`src/rtl/ctmr_pkg.sv`:
```
package ctmr_pkg;

    localparam int WORD_W  = 32;
    localparam int CNT_W   = 2 * WORD_W;
    localparam int PRE_W   = 8;
    localparam int ADDR_W  = 8;
    localparam int IDX_W   = ADDR_W - 2;

    localparam logic [IDX_W-1:0] IDX_CNT_LO = 6'h00;
    localparam logic [IDX_W-1:0] IDX_CNT_HI = 6'h01;
    localparam logic [IDX_W-1:0] IDX_CTRL   = 6'h02;
    localparam logic [IDX_W-1:0] IDX_STAT   = 6'h03;
    localparam logic [IDX_W-1:0] IDX_CMP_LO = 6'h04;
    localparam logic [IDX_W-1:0] IDX_CMP_HI = 6'h05;
    localparam logic [IDX_W-1:0] IDX_STEP   = 6'h06;

    localparam int PRE_LSB = 8;

    typedef struct packed {
        logic [PRE_W-1:0] presc;
        logic             reload;
        logic             irq_en;
        logic             cmp_en;
        logic             run;
    } ctrl_t;

    typedef struct packed {
        logic cnt_lo;
        logic cnt_hi;
        logic ctrl;
        logic stat;
        logic cmp_lo;
        logic cmp_hi;
        logic step;
    } wr_strobe_t;

    function automatic ctrl_t word_to_ctrl(input logic [WORD_W-1:0] w);
        ctrl_t c;
        c.presc  = w[PRE_LSB +: PRE_W];
        c.reload = w[3];
        c.irq_en = w[2];
        c.cmp_en = w[1];
        c.run    = w[0];
        return c;
    endfunction

    function automatic logic [WORD_W-1:0] ctrl_to_word(input ctrl_t c);
        logic [WORD_W-1:0] w;
        w = '0;
        w[PRE_LSB +: PRE_W] = c.presc;
        w[3] = c.reload;
        w[2] = c.irq_en;
        w[1] = c.cmp_en;
        w[0] = c.run;
        return w;
    endfunction

endpackage

```
`src/rtl/ctmr_prescaler.sv`:
```
module ctmr_prescaler
    import ctmr_pkg::*;
(
    input  logic             clk,
    input  logic             rst,
    input  logic             run,
    input  logic             restart,
    input  logic [PRE_W-1:0] presc,
    output logic             tick
);

    logic [PRE_W-1:0] phase_q;

    always_ff @(posedge clk) begin
        if (rst || restart) begin
            phase_q <= '0;
        end else if (run) begin
            if (phase_q == presc) phase_q <= '0;
            else                  phase_q <= phase_q + PRE_W'(1);
        end
    end

    assign tick = run && !restart && (phase_q == presc);

    // divider phase never passes the programmed limit
    assert_phase_bound_R3: assert property (@(posedge clk) disable iff (rst)
        phase_q <= presc);

    // a restart always lands the phase at zero
    assert_restart_zero_R4: assert property (@(posedge clk) disable iff (rst)
        restart |=> (phase_q == '0));

endmodule

```
`src/rtl/ctmr_counter.sv`:
```
module ctmr_counter
    import ctmr_pkg::*;
(
    input  logic              clk,
    input  logic              rst,
    input  logic              tick,
    input  logic              wr_lo,
    input  logic              wr_hi,
    input  logic [WORD_W-1:0] wdata,
    output logic [CNT_W-1:0]  cnt
);

    localparam int NWORDS = CNT_W / WORD_W;

    logic [CNT_W-1:0] cnt_q;
    logic [NWORDS-1:0] wsel;

    assign wsel = {wr_hi, wr_lo};

    always_ff @(posedge clk) begin
        if (rst) begin
            cnt_q <= '0;
        end else if (tick) begin
            cnt_q <= cnt_q + CNT_W'(1);
        end else begin
            for (int w = 0; w < NWORDS; w++) begin
                if (wsel[w]) cnt_q[w*WORD_W +: WORD_W] <= wdata;
            end
        end
    end

    assign cnt = cnt_q;

    // each divider tick is one count step, carrying across words
    assert_step_R10: assert property (@(posedge clk) disable iff (rst)
        tick |=> (cnt_q == $past(cnt_q) + CNT_W'(1)));

    // no tick and no load: value is frozen
    assert_hold_R3: assert property (@(posedge clk) disable iff (rst)
        (!tick && !wr_lo && !wr_hi) |=> $stable(cnt_q));

endmodule

```
`src/rtl/ctmr_comparator.sv`:
```
module ctmr_comparator
    import ctmr_pkg::*;
(
    input  logic              clk,
    input  logic              rst,
    input  logic [CNT_W-1:0]  cnt,
    input  logic              tick,
    input  logic              cmp_en,
    input  logic              reload,
    input  logic              wr_lo,
    input  logic              wr_hi,
    input  logic              wr_step,
    input  logic [WORD_W-1:0] wdata,
    output logic [CNT_W-1:0]  cmp,
    output logic [WORD_W-1:0] step,
    output logic              hit
);

    localparam int NWORDS = CNT_W / WORD_W;

    logic [CNT_W-1:0]  cmp_q;
    logic [CNT_W-1:0]  cmp_adv;
    logic [WORD_W-1:0] step_q;
    logic [NWORDS-1:0] wsel;

    assign wsel    = {wr_hi, wr_lo};
    assign hit     = cmp_en && tick && ((cnt + CNT_W'(1)) == cmp_q);
    assign cmp_adv = cmp_q + {{(CNT_W-WORD_W){1'b0}}, step_q};

    always_ff @(posedge clk) begin
        if (rst) begin
            cmp_q <= '0;
        end else begin
            for (int w = 0; w < NWORDS; w++) begin
                if (wsel[w])
                    cmp_q[w*WORD_W +: WORD_W] <= wdata;
                else if (hit && reload)
                    cmp_q[w*WORD_W +: WORD_W] <= cmp_adv[w*WORD_W +: WORD_W];
            end
        end
    end

    always_ff @(posedge clk) begin
        if (rst)          step_q <= '0;
        else if (wr_step) step_q <= wdata;
    end

    assign cmp  = cmp_q;
    assign step = step_q;

    // reload advances by the step on a hit
    assert_reload_R7: assert property (@(posedge clk) disable iff (rst)
        (hit && reload && !wr_lo && !wr_hi) |=>
            (cmp_q == $past(cmp_q) + {{(CNT_W-WORD_W){1'b0}}, $past(step_q)}));

    // without reload and without writes the compare value is fixed
    assert_cmp_fixed_R7: assert property (@(posedge clk) disable iff (rst)
        (!reload && !wr_lo && !wr_hi) |=> $stable(cmp_q));

endmodule

```
`src/rtl/ctmr_status.sv`:
```
module ctmr_status (
    input  logic clk,
    input  logic rst,
    input  logic hit,
    input  logic clr,
    input  logic irq_en,
    output logic evt,
    output logic irq
);

    logic evt_q;

    always_ff @(posedge clk) begin
        if (rst)      evt_q <= 1'b0;
        else if (hit) evt_q <= 1'b1;
        else if (clr) evt_q <= 1'b0;
    end

    assign evt = evt_q;
    assign irq = evt_q && irq_en;

    // a hit always leaves the flag set, even against a clear
    assert_hit_sets_R8: assert property (@(posedge clk) disable iff (rst)
        hit |=> evt_q);

    // a lone clear drops the flag
    assert_clear_R8: assert property (@(posedge clk) disable iff (rst)
        (clr && !hit) |=> !evt_q);

    // flag only rises from a hit
    assert_no_spurious_R6: assert property (@(posedge clk) disable iff (rst)
        $rose(evt_q) |-> $past(hit));

endmodule

```
`src/rtl/ctmr_timer.sv`:
```
module ctmr_timer
    import ctmr_pkg::*;
(
    input  logic              clk,
    input  logic              rst,
    input  logic [ADDR_W-1:0] bus_addr,
    input  logic              bus_we,
    input  logic [WORD_W-1:0] bus_wdata,
    output logic [WORD_W-1:0] bus_rdata,
    output logic              irq
);

    ctrl_t             ctrl_q;
    wr_strobe_t        wr;
    logic [IDX_W-1:0]  idx;
    logic              aligned;
    logic              tick;
    logic              hit;
    logic              evt;
    logic [CNT_W-1:0]  cnt;
    logic [CNT_W-1:0]  cmp;
    logic [WORD_W-1:0] step;

    assign idx     = bus_addr[ADDR_W-1:2];
    assign aligned = (bus_addr[1:0] == 2'b00);

    always_comb begin
        wr = '0;
        if (bus_we && aligned) begin
            case (idx)
                IDX_CNT_LO: wr.cnt_lo = !ctrl_q.run;
                IDX_CNT_HI: wr.cnt_hi = !ctrl_q.run;
                IDX_CTRL:   wr.ctrl   = 1'b1;
                IDX_STAT:   wr.stat   = 1'b1;
                IDX_CMP_LO: wr.cmp_lo = 1'b1;
                IDX_CMP_HI: wr.cmp_hi = 1'b1;
                IDX_STEP:   wr.step   = 1'b1;
                default:    wr        = '0;
            endcase
        end
    end

    always_ff @(posedge clk) begin
        if (rst)          ctrl_q <= '0;
        else if (wr.ctrl) ctrl_q <= word_to_ctrl(bus_wdata);
    end

    ctmr_prescaler u_presc (
        .clk     (clk),
        .rst     (rst),
        .run     (ctrl_q.run),
        .restart (wr.ctrl),
        .presc   (ctrl_q.presc),
        .tick    (tick)
    );

    ctmr_counter u_cnt (
        .clk   (clk),
        .rst   (rst),
        .tick  (tick),
        .wr_lo (wr.cnt_lo),
        .wr_hi (wr.cnt_hi),
        .wdata (bus_wdata),
        .cnt   (cnt)
    );

    ctmr_comparator u_cmp (
        .clk     (clk),
        .rst     (rst),
        .cnt     (cnt),
        .tick    (tick),
        .cmp_en  (ctrl_q.cmp_en),
        .reload  (ctrl_q.reload),
        .wr_lo   (wr.cmp_lo),
        .wr_hi   (wr.cmp_hi),
        .wr_step (wr.step),
        .wdata   (bus_wdata),
        .cmp     (cmp),
        .step    (step),
        .hit     (hit)
    );

    ctmr_status u_stat (
        .clk    (clk),
        .rst    (rst),
        .hit    (hit),
        .clr    (wr.stat && bus_wdata[0]),
        .irq_en (ctrl_q.irq_en),
        .evt    (evt),
        .irq    (irq)
    );

    always_comb begin
        bus_rdata = '0;
        if (aligned) begin
            case (idx)
                IDX_CNT_LO: bus_rdata = cnt[WORD_W-1:0];
                IDX_CNT_HI: bus_rdata = cnt[CNT_W-1:WORD_W];
                IDX_CTRL:   bus_rdata = ctrl_to_word(ctrl_q);
                IDX_STAT:   bus_rdata = {{(WORD_W-1){1'b0}}, evt};
                IDX_CMP_LO: bus_rdata = cmp[WORD_W-1:0];
                IDX_CMP_HI: bus_rdata = cmp[CNT_W-1:WORD_W];
                IDX_STEP:   bus_rdata = step;
                default:    bus_rdata = '0;
            endcase
        end
    end

    // counter word writes while running leave only the count step
    assert_cnt_locked_R5: assert property (@(posedge clk) disable iff (rst)
        (ctrl_q.run && bus_we && aligned && (idx == IDX_CNT_LO) && !tick)
            |=> $stable(cnt));

    // a hit needs compare enable at that edge
    assert_hit_needs_en_R6: assert property (@(posedge clk) disable iff (rst)
        (!ctrl_q.cmp_en && !evt) |=> !evt);

endmodule

```
`config.mk`:
```
export PLATFORM = sky130hd
export DESIGN_NAME = ctmr_timer
export DESIGN_NICKNAME = d
export VERILOG_FILES = /design/src/rtl/ctmr_pkg.sv /design/src/rtl/ctmr_prescaler.sv /design/src/rtl/ctmr_counter.sv /design/src/rtl/ctmr_comparator.sv /design/src/rtl/ctmr_status.sv /design/src/rtl/ctmr_timer.sv
export SDC_FILE = /design/constraint.sdc
export NUM_CORES = 1
export LEC_CHECK = 0
export CAP_MARGIN = 20
export CORE_MARGIN = 2
export CORE_UTILIZATION = 30
export DETAILED_ROUTE_END_ITERATION = 8
export DONT_BUFFER_PORTS = 1
export MAX_ROUTING_LAYER = met4
export REMOVE_ABC_BUFFERS = 1
export SYNTH_ARGS = -nofsm -noshare
export SYNTH_HDL_FRONTEND = slang
export SYNTH_SLANG_ARGS = --single-unit
```
`constraint.sdc`:
```
create_clock -name clk -period 8.8 [get_ports clk]
set_input_delay 1.76 -clock clk [delete_from_list [all_inputs] [get_ports clk]]
set_output_delay 1.76 -clock clk [all_outputs]
set_load 0.01 [all_outputs]
```
==> out/metrics.yaml <==
global_route:
  gr-total-overflow: 0
  grt_pass1_wl_um: 109000
  grt_use_total: 0.298
  grt_pass1_vias: 15813
  grt_start_max_net_pins: 196
  grt_util_met1: 0.395
  grt_use_met3: 0.0585
  grt-busiest-layer: "met2"
  antenna_found_initial: 0
  met2_usage: 0.430
logic_synthesis:
  synth.cell_area_um2: 14800
  synthDistinctLibCells: 79
  yosys_warnings: 0
  synth-edff-count: 0
  synth_top_area_frac: 0.245
  postSynthAreaPerCell_um2: 7.07
  synthFlopType: "dfxtp_1"
  synthTopCellsByArea: "dfxtp_1, nand2_1, a21oi_1"
  synth_top_area_cell: "dfxtp_1"
  netlist_instances: 2097
  async_flop_share: 0
  ys_seq_area_frac: 0.245
  synth_seq_cells: 181
die:
  dieArea_um2: 51200
  core.rowCount: 81
  coreArea_um2: 48800
  ioPinCount: 76
  die_h_um: 226
  start_util: 0.303
  die_x_um: 226
sta:
  rsz0062_at_grt: "false"
  fin_crit_sh: 0.668
  drv_slew: 0
  fin_skew_ns: 0.0197
  finalSetupViolCount: 0
  period_needed_ns: 5.88
  tightest_slew_ns: 1.23
  max-slew-margin-rel: 0.166
  max_freq_mhz: 170
  report.final.hold_viol_count: 0
  finalSetupTns_ns: 0
pwr:
  power_density_nw_per_um2: 111
  pwr-share-comb: 0.055
  p_leak_nw: 4.89
  max-vdd-ir-drop_v: 0.000134
  internal-power_mw: 1.27
  switching_power_mw: 0.478
  power_frac_seq: 0.485
  clkPwrFrac: 0.460
  switching_share: 0.273
clock_network:
  clock_latency_ns: 0.49
  max-clock-path-buffers: 2
  cts_root_buf: "clkbuf_16"
  cts_buffers: 17
  cts_max_level: 4
  cts_setup_buffers: 0
  post_cts_resize_count: 0
  path_clk_slew_ns: 0.08
  hold_buffers: 0
  cts_tree: "built"
  clock-sinks: 181
routing:
  firstDrtPassIters: 8
  vias_per_cell: 6.48
  initialDrtViolationCount: 2456
  routed_wl_um: 74700
  vias: 17121
  drc: 0
  wl_per_cell_um: 28.3
  antenna_left: 0
final_layout:
  synthToLayoutAreaGrowth_pct: 6.35
  nNetsFinal: 2044
  antenna_cells: 0
  drive_gt1_frac: 0.0521
  stdcell_area_um2: 15800
critical_path:
  worstPathArrival_ns: 6.25
  endpoint_kind: "flip-flop"
  cp_data_required_time_ns: 9.17
  startpoint_type: "flip-flop"
  path_cells: "ha_1 > nand3_1 > nor4_2 > nand4_1 > or4_1 > xnor2_1 > nor3_1 > nand4b_2 > nor4_4 > buf_4 > a31oi_1 > a211o_1"
  crit_path_max_fanout: 21
  slowest_stage: "nor4_4"
  critPathKind: "reg2reg"
  worst_path_largest_cell_delay_ns: 1.05
place:
  place_hpwl_um: 55700
  place_area_um2: 15200
  gp_congestion: 1.07
  port_buffers: 0
worst_hold_path:
  worstHoldPathType: "reg2reg"
run_status:
  status: "finished clean"
run:
  max_cap_violations: 0
-- final timing paths --
kind | from | end | slack, ns | cells past startpoint
hold / removal | ctrl_q[2] | ctrl_q[2] | 0.47 | 2
setup / recovery | u_cnt.cnt[0] | u_cmp.cmp[63] | 2.92 | 12
setup reg to reg | u_cnt.cnt[0] | u_cmp.cmp[63] | 2.92 | 12
hold reg to reg | ctrl_q[2] | ctrl_q[2] | 0.47 | 2
-- layout make-up --
cell class              count  area, um2
fillers                  5392      33100
multi-input cells        1700      10400
flip-flops and latches    181       3620
well taps                 664        831
clock buffers              19        453
repair buffers             28        208
inverters                  38        143
clock inverters            12        116
-- kinds of logic (layout without fill, tap and decap cells) --
kind of cell,after synthesis,count (layout),synth area share
multiplexers,8,8,0.00549
adder cells (fa/ha/maj),35,35,0.0301
AO/OA/AOI/OAI,583,583,0.261
AND/OR/NAND/NOR,943,943,0.324
XOR/XNOR,131,131,0.0774
flip-flops,181,181,0.245
buffers and inverters,216,97,0.0574
-- metrics by stage --
step | util | total power [mW] | cells | setup WS, ns | hold slack, ns
6_report | 0.323 | 1.75 | 2642 | 2.92 | 0.467
5_1_grt | 0.323 | 1.79 | 2642 | 2.75 | 0.501
4_1_cts | 0.322 | 1.75 | 2641 | 3.01 | 0.470
3_5_place_dp | 0.311 | 0.958 | 2610 | 3.04 | 0.459
3_3_place_gp | 0.311 | 0.957 | 2609 | 3.21 | 0.461
2_1_floorplan | - | 0.919 | 1919 | 2.64 | 0.434
-- state kept, by name (all words and copies together), names as in the netlist --
name             cells
ctrl_q              12
u_cmp.cmp           64
u_cmp.step          32
u_cnt.cnt           64
u_presc.phase_q      8
u_stat.evt           1
-- routing by layer --
layer,share of wire,vias to the layer above
li1,-,7553
met1,0.42,8264
met2,0.42,1111
met3,0.11,193
met4,0.051,0
met5,0,-
-- critical path: cells and delay by family, from the launching register on --
family	cells	cell delay [ns]
XOR/XNOR	1	0.23
flip-flops	1	0.55
buffers and inverters	1	0.46
AND/OR/NAND/NOR	7	3.76
adder cells (fa/ha/maj)	1	0.30
AO/OA/AOI/OAI	2	0.43
-- Yosys cell counts (12+ instances only) --
library cell and number:
xor2_1 46, o31ai_1 22, nand2b_1 17, dfxtp_1 181, ha_1 34, nor3_1 69, a311oi_1 46, inv_1 38
nand2_1 263, nand4_1 51, nor4_1 56, xnor2_1 85, and4_1 19, o211ai_1 12, a31oi_1 24, a21oi_1 181
and2_1 18, clkbuf_1 149, buf_2 26, or4_1 29, or3_1 15, and3_1 35, nand3_1 99, a222oi_1 27
o21ai_0 96, nor2_1 208, a22oi_1 68
-- power groups by stage --
stage	registers (mW)	logic (mW)	clock network, mW
finish	0.848	0.0957	0.805
global route	0.849	0.102	0.839
CTS	0.847	0.0918	0.814
detailed placement	0.867	0.0912	0
global placement	0.866	0.0908	0
floorplan	0.856	0.0624	0
-- placed cells by master, fill, tap and decap left out, types with 18 or more instances in the layout --
cell and n:
a21oi_1 181, a222oi_1 27, a22oi_1 68, a311oi_1 46, a31oi_1 24, and2_1 18, and3_1 35, and4_1 19
buf_4 27, dfxtp_1 181, ha_1 34, inv_1 38, nand2_1 260, nand3_1 99, nand4_1 51, nor2_1 205
nor3_1 66, nor4_1 56, o21ai_0 96, o31ai_1 22, or4_1 29, xnor2_1 85, xor2_1 46
Note: power is estimated with default switching activity, not from simulation.
